## config.mk

```make
export PLATFORM = sky130hd
export DESIGN_NAME = hbr_regport
export DESIGN_NICKNAME = d
export VERILOG_FILES = /design/src/rtl/hbr_pkg.sv /design/src/rtl/hbr_sync.sv /design/src/rtl/hbr_decode.sv /design/src/rtl/hbr_regfile.sv /design/src/rtl/hbr_regport.sv
export SDC_FILE = /design/constraint.sdc
export NUM_CORES = 1
export LEC_CHECK = 0
export ABC_AREA = 1
export BUFFER_PORTS_ARGS = -buffer_cell sky130_fd_sc_hd__buf_4
export CORE_AREA = 2 2 183 185
export CTS_CLUSTER_DIAMETER = 120
export DETAILED_ROUTE_END_ITERATION = 10
export DIE_AREA = 0 0 185 187
export GPL_TIMING_DRIVEN = 0
export HOLD_SLACK_MARGIN = 0.1
export PLACE_DENSITY = 0.53
export SLEW_MARGIN = 10
export SYNTH_ARGS = -nofsm -noshare
export SYNTH_HDL_FRONTEND = slang
export SYNTH_SLANG_ARGS = --single-unit
export TNS_END_PERCENT = 100
```

## constraint.sdc

```tcl
create_clock -name clk -period 7.45 [get_ports clk]
set_input_delay 0.3725 -clock clk [delete_from_list [all_inputs] [get_ports clk]]
set_output_delay 0.3725 -clock clk [all_outputs]
set_load 0.02 [all_outputs]
```

## src/rtl/hbr_pkg.sv

```systemverilog
package hbr_pkg;

   typedef enum logic {
      BUS_SPLIT  = 1'b0,
      BUS_DIRSTB = 1'b1
   } bus_style_e;

   // synchronized control pins, one bit each
   typedef struct packed {
      logic hw;
      logic sel;
      logic cs_n;
      logic ale;
      logic s0;   // write strobe or direction line
      logic s1;   // read strobe or data strobe
   } pins_t;

   localparam int PINS_W = $bits(pins_t);
   localparam pins_t PINS_IDLE = '{hw: 1'b1, sel: 1'b0, cs_n: 1'b1,
                                   ale: 1'b0, s0: 1'b1, s1: 1'b1};

endpackage

```

## src/rtl/hbr_sync.sv

```systemverilog
module hbr_sync #(
   parameter int            W      = 1,
   parameter int            STAGES = 2,
   parameter logic [W-1:0]  RST    = '0
) (
   input  logic         clk,
   input  logic         rst_n,
   input  logic [W-1:0] d,
   output logic [W-1:0] q
);

   if (STAGES < 2) begin : g_bad_stages
      $error("hbr_sync: STAGES must be at least 2");
   end

   logic [W-1:0] st [STAGES];

   for (genvar s = 0; s < STAGES; s++) begin : g_stage
      if (s == 0) begin : g_first
         always_ff @(posedge clk or negedge rst_n) begin
            if (!rst_n) st[0] <= RST;
            else        st[0] <= d;
         end
      end else begin : g_next
         always_ff @(posedge clk or negedge rst_n) begin
            if (!rst_n) st[s] <= RST;
            else        st[s] <= st[s-1];
         end
      end
   end

   assign q = st[STAGES-1];

endmodule

```

## src/rtl/hbr_decode.sv

```systemverilog
module hbr_decode
   import hbr_pkg::*;
(
   input  logic  clk,
   input  logic  rst_n,
   input  pins_t p,
   output logic  wr_act,
   output logic  rd_act,
   output logic  wr_commit,
   output logic  ale_fall,
   output logic  cfg_chg
);

   logic split_wr, split_rd, dstb, dir_wr, dir_rd;
   logic hw_q, sel_q, ale_q, acc_wr_q, acc_rd_q, abort_q;
   logic busy;

   always_comb begin
      split_wr = ~p.s0 & ~p.cs_n;
      split_rd = ~p.s1 & ~p.cs_n;
      dstb     = ~p.s1 & ~p.cs_n;
      dir_wr   = dstb & ~p.s0;
      dir_rd   = dstb &  p.s0;
      if (bus_style_e'(p.sel) == BUS_DIRSTB) begin
         wr_act = ~p.hw & dir_wr;
         rd_act = ~p.hw & dir_rd;
      end else begin
         wr_act = ~p.hw & split_wr;
         rd_act = ~p.hw & split_rd;
      end
      cfg_chg   = (p.hw != hw_q) | (p.sel != sel_q);
      busy      = wr_act | rd_act | acc_wr_q | acc_rd_q;
      wr_commit = acc_wr_q & ~wr_act & ~abort_q & ~cfg_chg;
      ale_fall  = ~p.hw & ale_q & ~p.ale;
   end

   always_ff @(posedge clk or negedge rst_n) begin
      if (!rst_n) begin
         hw_q     <= 1'b1;
         sel_q    <= 1'b0;
         ale_q    <= 1'b0;
         acc_wr_q <= 1'b0;
         acc_rd_q <= 1'b0;
         abort_q  <= 1'b0;
      end else begin
         hw_q     <= p.hw;
         sel_q    <= p.sel;
         ale_q    <= p.ale;
         acc_wr_q <= wr_act;
         acc_rd_q <= rd_act;
         abort_q  <= busy ? (abort_q | cfg_chg) : 1'b0;
      end
   end

endmodule

```

## src/rtl/hbr_regfile.sv

```systemverilog
module hbr_regfile #(
   parameter int AW   = 8,
   parameter int DW   = 8,
   parameter int NREG = 32
) (
   input  logic          clk,
   input  logic          rst_n,
   input  logic          we,
   input  logic [AW-1:0] waddr,
   input  logic [DW-1:0] wdata,
   input  logic [AW-1:0] raddr,
   output logic [DW-1:0] rdata
);

   if (NREG < 1 || NREG > (1 << AW)) begin : g_bad_depth
      $error("hbr_regfile: NREG must lie in 1 .. 2**AW");
   end

   logic [DW-1:0] regs [NREG];

   for (genvar i = 0; i < NREG; i++) begin : g_reg
      always_ff @(posedge clk or negedge rst_n) begin
         if (!rst_n)                          regs[i] <= '0;
         else if (we && waddr == AW'(i))      regs[i] <= wdata;
      end
   end

   always_comb begin
      rdata = '0;
      for (int i = 0; i < NREG; i++) begin
         if (raddr == AW'(i)) rdata = regs[i];
      end
   end

endmodule

```

## src/rtl/hbr_regport.sv

```systemverilog
module hbr_regport
   import hbr_pkg::*;
#(
   parameter int AW          = 8,
   parameter int DW          = 8,
   parameter int NREG        = 32,
   parameter int SYNC_STAGES = 2
) (
   input  logic          clk,
   input  logic          rst_n,
   input  logic          hw_mode,
   input  logic          proc_sel,
   input  logic          cs_n,
   input  logic          ale,
   input  logic          wr_rw,
   input  logic          rd_ds,
   input  logic [AW-1:0] addr_in,
   input  logic [DW-1:0] data_in,
   output logic [DW-1:0] data_out,
   output logic          data_oe
);

   if (AW < 1 || DW < 1) begin : g_bad_width
      $error("hbr_regport: AW and DW must be positive");
   end

   pins_t         pin_raw, pin_s;
   logic          wr_act, rd_act, wr_commit, ale_fall, cfg_chg;
   logic [AW-1:0] addr_q;
   logic [DW-1:0] rdata, dout_q;
   logic          oe_q;

   assign pin_raw = '{hw: hw_mode, sel: proc_sel, cs_n: cs_n,
                      ale: ale, s0: wr_rw, s1: rd_ds};

   hbr_sync #(
      .W      (PINS_W),
      .STAGES (SYNC_STAGES),
      .RST    (PINS_IDLE)
   ) u_sync (
      .clk   (clk),
      .rst_n (rst_n),
      .d     (pin_raw),
      .q     (pin_s)
   );

   hbr_decode u_dec (
      .clk       (clk),
      .rst_n     (rst_n),
      .p         (pin_s),
      .wr_act    (wr_act),
      .rd_act    (rd_act),
      .wr_commit (wr_commit),
      .ale_fall  (ale_fall),
      .cfg_chg   (cfg_chg)
   );

   always_ff @(posedge clk or negedge rst_n) begin
      if (!rst_n)        addr_q <= '0;
      else if (ale_fall) addr_q <= addr_in;
   end

   hbr_regfile #(
      .AW   (AW),
      .DW   (DW),
      .NREG (NREG)
   ) u_rf (
      .clk   (clk),
      .rst_n (rst_n),
      .we    (wr_commit),
      .waddr (addr_q),
      .wdata (data_in),
      .raddr (addr_q),
      .rdata (rdata)
   );

   always_ff @(posedge clk or negedge rst_n) begin
      if (!rst_n) begin
         oe_q   <= 1'b0;
         dout_q <= '0;
      end else begin
         oe_q   <= rd_act;
         dout_q <= rd_act ? rdata : '0;
      end
   end

   assign data_out = dout_q;
   assign data_oe  = oe_q;

endmodule

```

==> impl_metrics.csv <==
group,metric,value,unit
sta,hold_viol_final,0,
cells_and_area,drive_above_1_share,0.114,
route,vias,10300,
run,max_cap_viol_count,0,
grt,track_usage,0.209,
critical_path,path_delay_family,"simple AND/OR/NAND/NOR gates",
floorplan,io-pin-count,33,
clocking,clockRootBuffer,"clkbuf_16",
sta,relSlewSlack,0.411,
critical_path,cp-start-kind,"flip-flop",
cells_and_area,instances_no_fill,2109,
grt,antenna_found_initial,0,
yosys,synth_seq_area_share,0.565,
worst_hold_path,min-delay-start,"data_in[7]",
route,first_iter_violations,867,
clocking,cts_setup_buffers,0,
power,power.density,228,mW/mm^2
sta,period_minus_slack,3.55,ns
grt,gr-total-overflow,0,
sta,rsz0062_at_grt,"no",
grt,grt_pass1_vias,10200,
sta,fmax,282,MHz
sta,fin_crit_sh,0.477,
floorplan,initial_core_util,0.391,
sta,worstMarginPinSlew,0.880,ns
yosys,ys_types,35,
clocking,clock-sinks,290,
cells_and_area,n_antenna_cell,0,
yosys,yosys.area.top_type,"dfrtp_1",
cells_and_area,area_growth,16.3,%
yosys,ys_ff_latch,290,
grt,grt_pass1_wl,56800,um
placed_design,place.port_buffers,32,
critical_path,cpMostUsedCell,"nand2_1",
yosys,synth_edf_count,0,
route,via_per_inst,4.90,
grt,grt_max_degree,94,
floorplan,die_area,0.0346,sq mm
clocking,cts_buffer_depth,3,
placed_design,routabilityCongestion,0.808,
cells_and_area,nets,1661,
critical_path,reg2reg_from,"addr_q[1]",
clocking,cts_buffers,31,
clocking,clk-insertion-delay-late,0.57,ns
placed_design,placed_area,0.0138,sq mm
yosys,yosys_most_used_dff,"dfrtp_1",
yosys,async_flop_share,1.00,
yosys,syn_area_per_cell,8.28,sq um
critical_path,arrival,4.01,ns
route,ant_nets,0,
yosys,syn-cell-area,0.0129,sq mm
route,drc,0,
sta,fin_tns_setup,0,ns
yosys,synth_fp_nets,1578,
critical_path,crit_buf_inv,2,
sta,maxSlewViolCount,0,
cells_and_area,post-route-util,0.455,
clocking,cts_resized,0,
clocking,path_clk_slew,0.06,ns
critical_path,crit_type,"reg2reg",
yosys,syn-instance-count,1554,
sta,setup_violations,0,
route,wl,35000,um
floorplan,die_w,185,um
cells_and_area,seq_area,0.00727,sq mm
placed_design,placed_cells,2037,
clocking,htree_levels,1,
cells_and_area,fin_area,0.0150,sq mm
power,ir_drop,182,uV
yosys,ys_warn_count,0,
clocking,cts_tree,"yes",
critical_path,critPathMaxFanout,10,
cells_and_area,n_fill_cell,3431,
route,route.detailed.wl_per_inst,16.6,um
floorplan,rows,67,
outcome,status,"completed",
route,first_pass_iters,5,
critical_path,crit_start,"addr_q[1]",
sta,whs,0.196,ns
floorplan,fp.dieH,187,um
floorplan,coreArea,0.0329,sq mm
critical_path,cp_slowest_stage_delay,0.51,ns
worst_hold_path,hp-class,"in2reg",
critical_path,cp_slowest_cell,"dfrtp_1",
sta,finalClockSkew,0.0162,ns
placed_design,dp_hpwl,24100,um
critical_path,crit_required,7.91,ns
critical_path,critPathCaptureType,"flip-flop",
power,p_leak,7.31,nW
yosys,synth_top_area_frac,0.547,
cells_and_area,multi_input_area,0.00492,sq mm
yosys,netlist_top_cells_area,"dfrtp_1, nand2_1, o21ai_0",
==> state kept, by name, summed over array words and instances, names as in the netlist, 6 cells and up <==
register,cells
u_rf.regs,256
addr_q,8
u_sync.q,6
data_out,8
u_sync.st,6
==> metrics by stage <==
step                worst slack [ns]  total power (W)
floorplan                       5.08          0.00175
CTS                             3.84          0.00345
global placement                3.33          0.00185
detailed placement              3.86          0.00186
finish                          3.90          0.00341
global route                    3.57          0.00353
==> metal layers <==
metal,track usage,wire length [um],vias to the layer above
li1,-,-,5149
met2,0.332,16200,183
met5,0,0,-
met1,0.304,16700,4958
met3,0.0239,1300,51
met4,0.0537,769,0
==> layout by cell type (no fill, tap or decap), types with 2 or more instances in the layout <==
| master | n |
|---|---|
| o21ai_0 | 269 |
| dlygate4sd3_1 | 15 |
| nor3_1 | 2 |
| clkinv_2 | 9 |
| nand4_1 | 21 |
| nand3_2 | 2 |
| nor2_1 | 56 |
| mux2_2 | 2 |
| o21ai_1 | 11 |
| a21oi_1 | 52 |
| dfstp_2 | 9 |
| buf_4 | 31 |
| buf_6 | 2 |
| nand2_2 | 5 |
| nor2_4 | 8 |
| nand3_1 | 27 |
| buf_16 | 3 |
| inv_2 | 10 |
| clkbuf_1 | 67 |
| clkbuf_16 | 31 |
| buf_2 | 3 |
| bufinv_16 | 2 |
| nand3b_1 | 3 |
| nor2_2 | 11 |
| clkbuf_8 | 11 |
| nand2_1 | 566 |
| or2_2 | 43 |
| inv_1 | 93 |
| dfrtp_1 | 281 |
==> final timing paths <==
| kind | cells past startpoint | slack [ns] | endpoint |
|---|---|---|---|
| worst max-delay path | 26 | 3.90 | data_out[0] |
| min in group asynchronous | 2 | 0.32 | u_sync.st[10] |
| worst max register to register | 26 | 3.90 | data_out[0] |
| max in group asynchronous | 4 | 5.96 | u_rf.regs[218] |
| worst min-delay path | 3 | 0.20 | u_rf.regs[191] |
| worst min register to register | 0 | 0.34 | u_sync.q[2] |
==> logic make-up (layout without fill, tap and decap cells) <==
family                    after synthesis  after routing  share of synthesized area
and+or+nand+nor                       750            750                      0.247
xor gates and xnor gates                1              1                   0.000681
DFF                                   290            290                      0.565
muxes                                   2              2                    0.00175
buffers and inverters                 174            281                     0.0524
AOI/OAI and AO/OA                     337            337                      0.133
==> synthesized netlist by cell type, types with 8 or more instances <==
cell type    n
a21oi_1     52
clkbuf_1    65
dfrtp_1    281
dfstp_2      9
inv_1       93
inv_2       10
nand2_1    566
nand3_1     27
nand4_1     21
nor2_1      56
nor2_2      11
nor2_4       8
o21ai_0    269
o21ai_1     11
or2_2       43
==> layout make-up <==
cell class / instances / area share
buffer: 70 / 0.0188
timing repair buffer: 50 / 0.0321
clock inverter: 13 / 0.00787
multi-input combinational: 1090 / 0.329
sequential: 290 / 0.486
clock buffer: 44 / 0.0625
inverter: 104 / 0.0263
tap: 448 / 0.0375
==> worst register-to-register path, cell delays in order (launching register included) <==
cell     delay [ns]
dfrtp_1        0.51
nand2_2        0.15
nor2_2         0.29
nand2_2        0.15
buf_6          0.17
o21ai_1        0.14
nand2_1        0.08
nand2_1        0.07
nand2_1        0.05
o21ai_1        0.09
nand3_1        0.11
nand2_1        0.08
nand2_1        0.06
nand2_1        0.09
nand2_1        0.07
nand2_1        0.10
nand3_1        0.10
nand2_1        0.11
nand4_1        0.12
nand2_1        0.13
nand4_1        0.16
nor2_1         0.19
nand3_1        0.10
nand2_1        0.10
nand4_1        0.10
nand2_1        0.09
inv_1          0.04
==> power by group <==
part | internal [W] | total, W | switching (W) | leakage [nW]
clock network | 0.000936 | 0.00158 | 0.000640 | 0.533
logic | 0.0000587 | 0.000215 | 0.000156 | 4.13
registers | 0.00160 | 0.00162 | 0.0000187 | 2.65
total | 0.00260 | 0.00341 | 0.000815 | 7.31
==> what timing repair did <==
action | in CTS | in global routing
endpoints found under the setup margin | 0 | 0
hold endpoints to repair | 72 | 0
hold buffers | 15 | 0
(Power assumes the default switching activity.)
